==> src/rtl/mul_pkg.sv <==
package mul_pkg;
  typedef enum logic {
    ST_IDLE = 1'b0,
    ST_RUN  = 1'b1
  } mul_state_e;
endpackage

==> src/rtl/mul_addsub.sv <==
// Ripple add/subtract of a sign-extended operand into a W+1 bit partial product
module mul_addsub #(
  parameter int W = 4
) (
  input  logic [W:0]   part_i,
  input  logic [W-1:0] opnd_i,
  input  logic         en_i,
  input  logic         sub_i,
  output logic [W:0]   res_o
);
  logic [W:0] opnd_x;
  logic [W:0] sum;
  logic [W:0] carry;

  assign opnd_x   = {opnd_i[W-1], opnd_i} ^ {(W+1){sub_i}};
  assign carry[0] = sub_i;

  for (genvar i = 0; i <= W; i++) begin : g_fa
    assign sum[i] = part_i[i] ^ opnd_x[i] ^ carry[i];
    if (i < W) begin : g_cy
      assign carry[i+1] = (part_i[i] & opnd_x[i]) | (carry[i] & (part_i[i] ^ opnd_x[i]));
    end
  end

  assign res_o = en_i ? sum : part_i;
endmodule

==> src/rtl/mul_ctrl.sv <==
module mul_ctrl
  import mul_pkg::*;
#(
  parameter int W = 4
) (
  input  logic clk_i,
  input  logic rst_ni,
  input  logic start_i,
  output logic load_o,
  output logic step_o,
  output logic last_o,
  output logic done_o
);
  localparam int CW = (W > 1) ? $clog2(W) : 1;

  mul_state_e    state_q, state_d;
  logic [CW-1:0] cnt_q;
  logic          done_q;

  assign load_o = (state_q == ST_IDLE) && start_i;
  assign step_o = (state_q == ST_RUN);
  assign last_o = step_o && (cnt_q == CW'(W-1));
  assign done_o = done_q;

  always_comb begin
    state_d = state_q;
    unique case (state_q)
      ST_IDLE: if (start_i) state_d = ST_RUN;
      ST_RUN:  if (last_o)  state_d = ST_IDLE;
      default: state_d = ST_IDLE;
    endcase
  end

  always_ff @(posedge clk_i or negedge rst_ni) begin
    if (!rst_ni) begin
      state_q <= ST_IDLE;
      cnt_q   <= '0;
      done_q  <= 1'b0;
    end else begin
      state_q <= state_d;
      done_q  <= last_o;
      if (load_o)      cnt_q <= '0;
      else if (step_o) cnt_q <= cnt_q + 1'b1;
    end
  end

  AST_RUN_FROM_ZERO: assert property (@(posedge clk_i) disable iff (!rst_ni)
    $rose(step_o) |-> (cnt_q == '0));
  AST_START_IGNORED: assert property (@(posedge clk_i) disable iff (!rst_ni)
    (step_o && !last_o && start_i) |=> step_o);
endmodule

==> src/rtl/mul_datapath.sv <==
module mul_datapath #(
  parameter int W = 4
) (
  input  logic           clk_i,
  input  logic           rst_ni,
  input  logic           load_i,
  input  logic           step_i,
  input  logic           last_i,
  input  logic [W-1:0]   mcand_i,
  input  logic [W-1:0]   mplier_i,
  output logic [2*W-1:0] product_o
);
  localparam int AW = 2*W + 1;

  logic [AW-1:0] acc_q;
  logic [W-1:0]  mcand_q;
  logic [W:0]    part_nxt;

  mul_addsub #(.W(W)) u_addsub (
    .part_i (acc_q[AW-1:W]),
    .opnd_i (mcand_q),
    .en_i   (acc_q[0]),
    .sub_i  (last_i),
    .res_o  (part_nxt)
  );

  always_ff @(posedge clk_i or negedge rst_ni) begin
    if (!rst_ni) begin
      acc_q   <= '0;
      mcand_q <= '0;
    end else if (load_i) begin
      acc_q   <= {{(W+1){1'b0}}, mplier_i};
      mcand_q <= mcand_i;
    end else if (step_i) begin
      // add result lands one bit right: add and arithmetic shift in one cycle
      acc_q <= {part_nxt[W], part_nxt, acc_q[W-1:1]};
    end
  end

  assign product_o = acc_q[2*W-1:0];

  AST_ACC_HOLD: assert property (@(posedge clk_i) disable iff (!rst_ni)
    (!load_i && !step_i) |=> $stable(acc_q));
  AST_LOAD_CAPTURE: assert property (@(posedge clk_i) disable iff (!rst_ni)
    load_i |=> (acc_q[W-1:0] == $past(mplier_i)));
endmodule

==> src/rtl/signed_seq_mul.sv <==
module signed_seq_mul #(
  parameter int W = 4
) (
  input  logic           clk_i,
  input  logic           rst_ni,
  input  logic           start_i,
  input  logic [W-1:0]   mcand_i,
  input  logic [W-1:0]   mplier_i,
  output logic [2*W-1:0] product_o,
  output logic           done_o
);
  logic load, step, last;

  mul_ctrl #(.W(W)) u_ctrl (
    .clk_i   (clk_i),
    .rst_ni  (rst_ni),
    .start_i (start_i),
    .load_o  (load),
    .step_o  (step),
    .last_o  (last),
    .done_o  (done_o)
  );

  mul_datapath #(.W(W)) u_dp (
    .clk_i     (clk_i),
    .rst_ni    (rst_ni),
    .load_i    (load),
    .step_i    (step),
    .last_i    (last),
    .mcand_i   (mcand_i),
    .mplier_i  (mplier_i),
    .product_o (product_o)
  );

  AST_DONE_PULSE: assert property (@(posedge clk_i) disable iff (!rst_ni)
    done_o |=> !done_o);
  AST_DONE_IDLE: assert property (@(posedge clk_i) disable iff (!rst_ni)
    done_o |-> !step);
endmodule

==> config.mk <==
export PLATFORM = sky130hd
export DESIGN_NAME = signed_seq_mul
export DESIGN_NICKNAME = d
export VERILOG_FILES = /design/src/rtl/mul_pkg.sv /design/src/rtl/mul_addsub.sv /design/src/rtl/mul_ctrl.sv /design/src/rtl/mul_datapath.sv /design/src/rtl/signed_seq_mul.sv
export SDC_FILE = /design/constraint.sdc
export NUM_CORES = 1
export LEC_CHECK = 0
export ABC_CLOCK_PERIOD_IN_PS = 2600
export CORE_UTILIZATION = 25
export DETAILED_ROUTE_END_ITERATION = 8
export DONT_BUFFER_PORTS = 1
export GPL_ROUTABILITY_DRIVEN = 0
export SYNTH_ARGS = -nofsm -noshare
export SYNTH_HDL_FRONTEND = slang
export SYNTH_SLANG_ARGS = --single-unit
==> constraint.sdc <==
create_clock -name clk_i -period 2.6 [get_ports clk_i]
set_input_delay 0 -clock clk_i [delete_from_list [all_inputs] [get_ports clk_i]]
set_output_delay 0 -clock clk_i [all_outputs]
set_load 0.03 [all_outputs]
# Word-level counts from Yosys, hierarchy flattened
# Cells that the tools add are included.
# Widths: inputs -> output; s select.
[op_classes]
n_addsub = 1
reduce_logical = 3
eq_ne = 1
n_mux = 8
n_bitwise = 24
[ops]
columns = ["operator", "n"]
rows = [
  ["$mux 9", 2],
  ["$xor 1x1->1", 10],
  ["$and 1x1->1", 8],
  ["$mux 5", 1],
  ["$xor 5x5->5", 1],
  ["$mux 2", 2],
  ["$or 1x1->1", 4],
  ["$add 2x1->2 const B", 1],
  ["$eq 2x2->1 const B", 1],
  ["$logic_and 1x1->1", 2],
  ["$mux 1", 2],
  ["$pmux 1 s2", 1],
  ["$reduce_bool 2->1", 1],
  ["$not 1->1", 1],
]
[totals]
input_bits = 11
regBits = 17
out_inout_bits = 9
wordCells = 42

# Depth between registers and ports, before layout
[depth]
depth_word = 16
depth_mapped = 11
mapped_depth_nobuf = 11

# Hierarchy
# From an unflattened synthesis, not the netlist that was laid out.
[unflattened]
hier_cells = 71
hier_area_um2 = 892.1
[by_module_without_submodules]
columns = ["mod", "area_each_um2", "seq_area_each_um2", "cells_each", "instances"]
rows = [
  ["mul_datapath", 535.5, 300.3, 39, 1],
  ["mul_addsub", 192.7, 0.0, 21, 1],
  ["mul_ctrl", 163.9, 100.1, 11, 1],
]

# Least setup slack after synthesis
# No wires, ideal clock.
[synth_path]
kind = "register to register"
from = "register u_ctrl.cnt_q[0]"
to = "register u_dp.acc_q[7]"
t_arrival_ps = 2228
setup_time_ps = 121
required_ps = 2479
path_stages_with_launch = 11
synth_period_minus_slack_ps = 2349
path_buffers = 0
path_slack_ps = 251
cell_sequence = "dfrtp_1 -> ha_1 -> nand2_1 -> xor2_1 -> fa_1 -> inv_1 -> fa_1 -> inv_1 -> fa_1 -> mux2_4 -> a22o_1"
[synth_via]
elab_chain_len = 16
word_cells_on_any_way = 24
classes_between = "eq/ne: 1; mux: 3; bitwise: 19; reduce/logical: 1"
[synth_lines]
columns = ["item", "line", "rtl"]
rows = [
  ["from (decl)", "mul_ctrl.sv:17", "logic [CW-1:0] cnt_q;"],
  ["from (signal assigned)", "mul_ctrl.sv:43", "else if (step_o) cnt_q <= cnt_q + 1'b1;"],
  ["$eq 2x2->1 *", "mul_ctrl.sv:22", "assign last_o = step_o && (cnt_q == CW'(W-1));"],
  ["$logic_and 1x1->1 *", "mul_ctrl.sv:22", ""],
  ["$xor 5x5->5", "mul_addsub.sv:15", "assign opnd_x = {opnd_i[W-1], opnd_i} ^ {(W+1){sub_i}};"],
  ["$xor 1x1->1", "mul_addsub.sv:21", "assign carry[i+1] = (part_i[i] & opnd_x[i]) | (carry[i] & (part_i[i] ^ opnd_x[i]));"],
  ["$and 1x1->1", "mul_addsub.sv:21", ""],
  ["$or 1x1->1", "mul_addsub.sv:21", ""],
  ["$and 1x1->1", "mul_addsub.sv:21", ""],
  ["$or 1x1->1", "mul_addsub.sv:21", ""],
  ["$and 1x1->1", "mul_addsub.sv:21", ""],
  ["$or 1x1->1", "mul_addsub.sv:21", ""],
  ["$and 1x1->1", "mul_addsub.sv:21", ""],
  ["$or 1x1->1", "mul_addsub.sv:21", ""],
  ["$xor 1x1->1 *", "mul_addsub.sv:19", "assign sum[i] = part_i[i] ^ opnd_x[i] ^ carry[i];"],
  ["$mux 5 *", "mul_addsub.sv:25", "assign res_o = en_i ? sum : part_i;"],
  ["$mux 9 *", "mul_datapath.sv:34", "end else if (step_i) begin"],
  ["$mux 9 *", "mul_datapath.sv:31", "end else if (load_i) begin"],
  ["to (signal assigned)", "mul_datapath.sv:32", "acc_q <= {{(W+1){1'b0}}, mplier_i};"],
  ["to (signal assigned)", "mul_datapath.sv:36", "acc_q <= {part_nxt[W], part_nxt, acc_q[W-1:1]};"],
  ["to (decl)", "mul_datapath.sv:15", "logic [AW-1:0] acc_q;"],
]
# Every way passes the cells marked *; elsewhere a longest branch is shown, timed or not. The select of a mux whose other input is x is not followed.
# A chain may end at the register's enable or synchronous reset.

# Worst setup path after layout
# Same ends and word-level chain as after synthesis.

==> flow_metrics.py <==
metrics = {
    "setup_path": {
        "r2r-start": "u_ctrl.cnt_q[0]",
        "reg2reg_slack_ns": 0.20,
        "worstPathArrival_ns": 2.57,
        "worstPathMaxFanout": 3,
        "crit_path_end_kind": "register",
        "rr_worst_depth": 10,
        "crit_path_end": "u_dp.acc_q[7]",
        "startpoint": "u_ctrl.cnt_q[0]",
        "worst_r2r_endpoint": "u_dp.acc_q[7]",
        "cp.required_ns": 2.77,
        "crit_type": "reg2reg",
        "crit_path_start_kind": "register",
    },
    "synth": {
        "yosys.area_share.simple_pct": 6.85,
        "yosys_warnings": 0,
        "yosysTopAreaCell": "dfrtp_1",
        "syn-instance-count": 69,
        "synth-seq-area-share_pct": 47.6,
        "synth_area_um2": 841,
        "synth_top_area_share_pct": 47.6,
        "synth_top_family_by_area": "multiplexers",
        "syn_area_per_cell_um2": 12.2,
        "synthAdderAreaFrac_pct": 8.63,
        "ys_seq_elements": 16,
        "synth-xor-area-share_pct": 4.17,
        "synth.distinct_cells": 22,
        "synth-compound-area-share_pct": 10.4,
        "synth_nets": 84,
        "synthMuxAreaShare_pct": 15.0,
        "synthTopCellsByArea": "dfrtp_1, fa_1, mux2_2",
    },
    "cells_and_area": {
        "antenna_cells": 0,
        "layout_common_cells": "dfrtp_1, dlygate4sd3_1, nand2_1, inv_1, mux2_2",
        "fillers": 321,
        "area_growth_pct": 19.6,
        "seq_area_um2": 400,
        "final_util_pct": 32.2,
        "nets": 98,
        "layout_commonest_cell": "dfrtp_1",
        "multi_input_area_um2": 379,
        "drive_gt1_share_pct": 18.5,
    },
    "sta": {
        "finalCritPeriodShare_pct": 92.1,
        "hold_viol_final": 0,
        "slew_violations": 0,
        "period_needed_ns": 2.40,
        "relSlewSlack_pct": 52.0,
        "rsz0062_at_grt": "false",
        "timing.hold.ws_ns": 0.0342,
        "timing.fmax_mhz": 417,
        "setup-violations-final": 0,
        "fin_skew_ns": 0.000822,
        "tightest_slew_ns": 0.718,
        "finalSetupTns_ns": 0,
    },
    "clock_network": {
        "clockBufferDepth": 2,
        "clk_pin_slew_ns": 0.09,
        "h-tree-depth": 1,
        "insertion_delay_ns": 0.28,
        "cts_buffers": 3,
        "clock-root-buffer": "clkbuf_4",
        "cts_tree": "yes",
        "clkSinkCount": 16,
    },
    "min_path": {
        "hold_path.class": "in2reg",
        "hp-start": "start_i",
    },
    "placement": {
        "detailed_place_hpwl_mm": 1.05,
        "port_buffers": 0,
    },
    "power_and_ir_drop": {
        "ir_drop_v": 0.000288,
        "power.density_nw_per_um2": 1260,
        "leakagePower_nw": 0.462,
    },
    "run": {
        "max-cap-violations": 0,
    },
    "routing": {
        "drt-initial-drc-count": 40,
        "wire_per_inst_um": 11.5,
        "post-route-drc-count": 0,
        "ant_nets": 0,
        "vias": 545,
        "dr.pass1.iters": 2,
        "wl_mm": 1.44,
        "avgViaCountPerCell": 4.36,
    },
    "floorplan": {
        "fp-row-count": 20,
        "die_x_um": 60.0,
        "core_area_um2": 3130,
        "start_util_pct": 26.9,
        "io_pins": 20,
        "die_h_um": 60.0,
        "dieArea_um2": 3600,
    },
    "outcome": {
        "outcome": "completed",
    },
    "global_route": {
        "grt_overflow": 0,
        "grt_max_degree": 19,
        "grt_pass1_vias": 528,
        "grtUsageTotal_pct": 8.95,
        "grt_antenna_before_repair": 0,
        "grt_pass1_wl_mm": 2.37,
    },
}
power by group:
part / leakage (nW) / internal [mW] / switching [mW]
Combinational: 0.252 / 0.310 / 0.260
Clock: 0.0138 / 0.0536 / 0.0727
Sequential: 0.196 / 0.367 / 0.206
cell usage after synthesis:
library cell  number
dfrtp_1           16
inv_1              5
mux2_2             5
nand2_1            5
a22o_1             4
mux2i_1            4
a21oi_1            3
fa_1               3
nor2_1             3
o21ai_0            3
a21o_1             2
buf_4              2
buf_6              2
mux2_4             2
xnor2_1            2
xor2_1             2
a211oi_1           1
buf_2              1
ha_1               1
nor2b_1            1
nor2b_4            1
nor3b_1            1
metal layers:
layer	vias up	routed length [µm]	track usage, %
met5	-	0	0
met4	0	0	3.99
met3	0	105	2.38
met2	16	651	13.0
met1	272	684	12.3
li1	257	-	-
how the worst min path moves through the flow:
stage	to	slack [ns]	cells after the start
6_report	u_ctrl.step_o	0.03	2
5_1_grt	u_ctrl.step_o	0.02	2
4_1_cts	u_ctrl.step_o	0.03	2
3_5_place_dp	u_dp.acc_q[5]	-0.30	0
3_3_place_gp	u_dp.acc_q[0]	-0.30	0
2_1_floorplan	u_ctrl.cnt_q[0]	-0.30	0
repair_timing:
action	4_1_cts	5_1_grt
resized for setup	0	0
endpoints found under the setup margin	0	0
hold buffers	10	0
hold endpoints to repair	25	0
setup buffers	0	0
critical path: stages, from the launching register on:
cell and delay, ns:
dfrtp_1 0.40, ha_1 0.22, nand2_1 0.11, xor2_1 0.10, fa_1 0.38, inv_1 0.08, fa_1 0.16, inv_1 0.05
fa_1 0.37, mux2_4 0.26, a22o_1 0.17
kinds of logic (layout without fill, tap and decap cells):
group / count (synthesis) / in the layout
flops: 16 / 16
compound gates: 13 / 13
mux: 11 / 11
simple gates: 11 / 11
buf+inv: 10 / 22
fa+ha+maj: 4 / 4
xor+xnor: 4 / 4
stage by stage:
step                      setup slack (ns)  cell area [µm²]  instances  power [mW]
after floorplan                      0.251              841         69        1.05
after global placement               0.264              883        112        1.12
after detailed placement             0.206              883        112        1.14
after CTS                            0.192             1010        125        1.29
after global routing                0.0622             1010        125        1.39
final                                0.205             1010        125        1.27
layout make-up:
cell class / count / area share, %
clock buffer: 3 / 2.24
inverter: 5 / 1.87
multi-input combinational: 43 / 37.7
sequential: 16 / 39.8
tap: 44 / 5.47
timing repair buffer: 14 / 12.9
state kept, by name (all words and copies together) (netlist names):
| register | cells |
|---|---|
| u_ctrl.done_o | 1 |
| u_ctrl.cnt_q | 2 |
| u_dp.acc_q | 8 |
| u_ctrl.step_o | 1 |
| u_dp.mcand_q | 4 |
(Power assumes the default switching activity.)
